### src/rtl/evdec_pkg.sv
package evdec_pkg;

    typedef enum logic [1:0] {
        PU_KEEP_ALL    = 2'b00,
        PU_REJECT      = 2'b01,
        PU_PILED_TRACE = 2'b10,
        PU_PILED_ONLY  = 2'b11
    } pu_mode_e;

    typedef enum logic {
        ST_IDLE = 1'b0,
        ST_EMIT = 1'b1
    } evdec_state_e;

    typedef struct packed {
        logic keep;
        logic energy;
        logic trace;
    } rec_sel_t;

    localparam rec_sel_t REC_NONE = '{keep: 1'b0, energy: 1'b0, trace: 1'b0};

endpackage

### src/rtl/evdec_policy.sv
module evdec_policy
    import evdec_pkg::*;
(
    input  logic     good,
    input  logic     piled,
    input  pu_mode_e mode,
    output rec_sel_t sel
);
    always_comb begin
        sel = REC_NONE;
        if (good) begin
            unique case (mode)
                PU_KEEP_ALL: begin
                    sel.keep   = 1'b1;
                    sel.energy = !piled;
                    sel.trace  = 1'b1;
                end
                PU_REJECT: begin
                    sel.keep   = !piled;
                    sel.energy = !piled;
                    sel.trace  = !piled;
                end
                PU_PILED_TRACE: begin
                    sel.keep   = 1'b1;
                    sel.energy = !piled;
                    sel.trace  = piled;
                end
                PU_PILED_ONLY: begin
                    sel.keep   = piled;
                    sel.energy = piled;
                    sel.trace  = piled;
                end
                default: sel = REC_NONE;
            endcase
        end
    end
endmodule

### src/rtl/evdec_size_gate.sv
module evdec_size_gate #(
    parameter int EW = 16
) (
    input  logic          sup_en,
    input  logic [EW-1:0] energy,
    input  logic [EW-1:0] limit,
    output logic          trace_ok
);
    always_comb begin
        trace_ok = 1'b1;
        if (sup_en && (energy > limit)) begin
            trace_ok = 1'b0;
        end
    end
endmodule

### src/rtl/evdec_unit.sv
module evdec_unit
    import evdec_pkg::*;
#(
    parameter int EW = 16
) (
    input  logic          clk,
    input  logic          rst_n,
    input  logic          ev_strobe,
    input  logic          ev_piled,
    input  logic [EW-1:0] ev_energy,
    input  logic [EW-1:0] trc_limit,
    input  logic          cfg_good,
    input  logic          cfg_trace_en,
    input  logic [1:0]    cfg_pu_mode,
    input  logic          cfg_big_sup,
    output logic          rec_valid,
    output logic          rec_keep,
    output logic          rec_energy,
    output logic          rec_trace
);
    evdec_state_e state_q, state_d;
    rec_sel_t     pol_sel, dec_sel, sel_q;
    logic         size_ok;

    evdec_policy u_policy (
        .good  (cfg_good),
        .piled (ev_piled),
        .mode  (pu_mode_e'(cfg_pu_mode)),
        .sel   (pol_sel)
    );

    evdec_size_gate #(.EW(EW)) u_size (
        .sup_en   (cfg_big_sup),
        .energy   (ev_energy),
        .limit    (trc_limit),
        .trace_ok (size_ok)
    );

    // All trace vetoes combine by AND
    always_comb begin
        dec_sel       = pol_sel;
        dec_sel.trace = pol_sel.keep & pol_sel.trace & cfg_trace_en & size_ok;
    end

    // State register
    always_ff @(posedge clk or negedge rst_n) begin
        if (!rst_n) state_q <= ST_IDLE;
        else        state_q <= state_d;
    end

    // Transitions
    always_comb begin
        state_d = state_q;
        unique case (state_q)
            ST_IDLE: state_d = ev_strobe ? ST_EMIT : ST_IDLE;
            ST_EMIT: state_d = ev_strobe ? ST_EMIT : ST_IDLE;
            default: state_d = ST_IDLE;
        endcase
    end

    // Output register
    always_ff @(posedge clk or negedge rst_n) begin
        if (!rst_n)         sel_q <= REC_NONE;
        else if (ev_strobe) sel_q <= dec_sel;
        else                sel_q <= REC_NONE;
    end

    assign rec_valid  = (state_q == ST_EMIT);
    assign rec_keep   = sel_q.keep;
    assign rec_energy = sel_q.energy;
    assign rec_trace  = sel_q.trace;
endmodule

### config.mk
export PLATFORM = sky130hd
export DESIGN_NAME = evdec_unit
export DESIGN_NICKNAME = d
export VERILOG_FILES = /design/src/rtl/evdec_pkg.sv /design/src/rtl/evdec_policy.sv /design/src/rtl/evdec_size_gate.sv /design/src/rtl/evdec_unit.sv
export SDC_FILE = /design/constraint.sdc
export NUM_CORES = 1
export LEC_CHECK = 0
export BUFFER_PORTS_ARGS = -buffer_cell sky130_fd_sc_hd__buf_4
export CAP_MARGIN = 20
export CORE_UTILIZATION = 36
export CTS_BUF_LIST = sky130_fd_sc_hd__clkbuf_8
export CTS_CLUSTER_SIZE = 28
export DETAILED_ROUTE_END_ITERATION = 6
export GPL_TIMING_DRIVEN = 0
export PLACE_DENSITY = 0.76
export SLEW_MARGIN = 10
export SYNTH_ARGS = -nofsm -noshare
export SYNTH_HDL_FRONTEND = slang
export SYNTH_SLANG_ARGS = --single-unit
### constraint.sdc
create_clock -name clk -period 0.8 [get_ports clk]
set_input_delay 0.12 -clock clk [delete_from_list [all_inputs] [get_ports clk]]
set_output_delay 0.12 -clock clk [all_outputs]
set_load 0.1 [all_outputs]
==> results.toml <==
[critical_path]
crit_arrival_ns = 1.49
cp_max_fo = 3
startpoint_type = "input port"
worst-setup-path-type = "in -> reg"
cp-end-kind = "flip-flop"
required_ns = 0.94

[floorplanning]
initial_utilization = 0.410
row_count = 13
dieArea_um2 = 1720
die_w_um = 41.5
fp.dieH_um = 41.5
pin_count = 45
core_area_um2 = 1370

[layout]
area_delta_synth_final_pct = 117
n_antenna_cell = 0
nFillCells = 64
drive_gt1_frac = 0.633
final_net_count = 178
post_layout_nonfiller_instances = 135
final_cell_area_um2 = 1220

[logic_synthesis]
syn-num-nets = 127
yosys-top-cells-area = "ha_1 36%, dfrtp_1 18%, inv_1 11%, a21oi_1 6.3%, nand2_1 3.3%"
synth_top_area_share = 0.357
avgSynthCellArea_um2 = 8.01
ys_warn_count = 0
yosys.area.top_type = "ha_1"
ys_seq_elements = 4
netlist_area_um2 = 561
syn_inst = 70
synth_seq_area_share = 0.179
ys_types = 21

[global_route]
antenna_found_initial = 0
grt_pass1_vias = 812
grtUsageTotal = 0.249
grt_max_degree = 5
overflow = 0
grt_pass1_wl_mm = 3.23

[placed_design]
dp_cells = 129
portBuffers = 44
dp_hpwl_mm = 1.37
dp_slack_ns = -0.844
place_area_um2 = 1030
gp_congestion = 0.742

[routing]
drt_iter0_drc = 7
dr_total_vias = 701
post_drt_via_cell_ratio = 5.19
firstDrtPassIters = 4
avgRoutedWirePerCell_um = 14.5
routed_wl_mm = 1.95
ant_nets = 0
drc = 0

[clocking]
root_buffer = "clkbuf_8"
cts_tree = "built"
cts_buffers = 3
cts.clk_slew.worst_paths_ns = 0.03
clockBufferDepth = 2
cts.sinks = 4
h-tree-depth = 1

[pwr]
leakagePower_nw = 0.587
power_density_nw_per_um2 = 1060
ir_drop_uv = 612

[outcome]
violations = "negative setup slack"
outcome = "finished with violations"

[timing]
max_clock_freq_mhz = 740
maxSlewViolCount = 0
setup_viol = 5
rsz0062_at_grt = "true"
slew_headroom = 0.864
finalHoldViolations = 0
hold_ws_ns = 0.0187
finalWorstPathRequiredPeriod_ns = 1.35
fin_crit_sh = 1.69
fin_ws_ns = -0.551
tightest_slew_ns = 0.202

[min_path]
min_from = "ev_strobe"
hp-class = "in -> reg"
hold_end = "rec_valid$_DFF_PN0_"
holdPathStages = 1

[flow_run]
cap_violations = 0
## critical path, stage by stage
cell,delay [ns]
buf_8,0.09
inv_12,0.03
ha_4,0.25
nand4_1,0.10
or3_4,0.36
or3_1,0.36
a31oi_1,0.17
## Yosys cell counts
| cell type | instances |
|---|---|
| o211ai_1 | 1 |
| xnor2_1 | 1 |
| a21oi_1 | 7 |
| o21a_1 | 2 |
| nand3b_1 | 1 |
| xor2_1 | 1 |
| nand4_1 | 3 |
| or3_4 | 1 |
| a31oi_1 | 1 |
| o21ai_0 | 1 |
| ha_1 | 16 |
| or3_1 | 1 |
| nand2_1 | 5 |
| nor2_1 | 2 |
| nor2b_1 | 1 |
| inv_1 | 17 |
| or4_1 | 1 |
| nand3_1 | 1 |
| o22ai_1 | 1 |
| a211oi_1 | 2 |
| dfrtp_1 | 4 |
## power breakdown
group          internal, W  leakage, nW  switching [W]  total (W)
combinational     0.000331        0.512       0.000279   0.000610
sequential        0.000215       0.0481     0.00000697   0.000222
clock             0.000329       0.0269       0.000128   0.000457
total             0.000875        0.587       0.000414    0.00129
## stage by stage
stage          power (W)  setup TNS [ns]  utilization
2_1_floorplan   0.000485          -0.800            -
3_3_place_gp    0.000711          -0.819        0.753
3_5_place_dp    0.000728          -0.844        0.753
4_1_cts          0.00126           -1.02        0.879
5_1_grt          0.00136           -1.10        0.891
6_report         0.00129           -1.00        0.891
## repair_timing
action | CTS | global route
resized for setup | 27 | 4
setup endpoints to repair | 5 | 5
gates cloned | 0 | 0
endpoints found under the hold margin | 4 | 0
hold buffers | 1 | 0
pin swaps | 14 | 2
buffers inserted | 1 | 0
## flip-flops by register name, indices dropped and copies added, names as in the netlist
| name | count |
|---|---|
| rec_valid | 1 |
| rec_trace | 1 |
| rec_keep | 1 |
| rec_energy | 1 |
## cell usage in the layout (no fill, tap or decap), types with 3 or more instances in the layout
cell | Yosys | layout
inv_1 | 17 | 8
a21oi_1 | 7 | 3
ha_4 | 0 | 9
nand2_1 | 5 | 4
buf_8 | 0 | 4
inv_4 | 0 | 3
ha_1 | 16 | 7
clkbuf_8 | 0 | 3
inv_2 | 0 | 4
buf_6 | 0 | 7
dfrtp_2 | 0 | 3
nand4_1 | 3 | 3
a21oi_2 | 0 | 4
buf_4 | 0 | 32
## cells by family after synthesis
group                    after synthesis  synth area share
AO/OA/AOI/OAI                         15             0.161
XOR/XNOR                               2            0.0313
adder cells (fa/ha/maj)               16             0.357
buffers and inverters                 17             0.114
flip-flops                             4             0.179
AND/OR/NAND/NOR                       16             0.159
## layout make-up
cell class                      instances  area [µm²]  area share
Multi-Input combinational cell         49         527       0.433
Inverter                               17        93.8      0.0771
Clock inverter                          1        3.75     0.00308
Tap cell                               15        18.8      0.0154
Clock buffer                            3        41.3      0.0339
Sequential cell                         4         104      0.0853
Timing Repair Buffer                   46         429       0.353
## worst max-delay path by stage
stage / from / endpoint / slack (ns) / depth (start not counted)
after floorplan: trc_limit[14] / rec_trace$_DFF_PN0_ / -0.60 / 6
after global placement: trc_limit[14] / rec_trace$_DFF_PN0_ / -0.82 / 7
after detailed placement: trc_limit[14] / rec_trace$_DFF_PN0_ / -0.84 / 7
after CTS: trc_limit[14] / rec_trace$_DFF_PN0_ / -0.57 / 7
after global routing: trc_limit[14] / rec_trace$_DFF_PN0_ / -0.60 / 7
final: trc_limit[14] / rec_trace$_DFF_PN0_ / -0.55 / 7
## layer usage
layer,vias up,global-route usage,share of wire
met1,309,0.188,0.29
li1,340,-,-
met4,0,0.168,0.056
met2,39,0.519,0.60
met3,13,0.0609,0.057
met5,-,0,0
(Power assumes the default switching activity.)
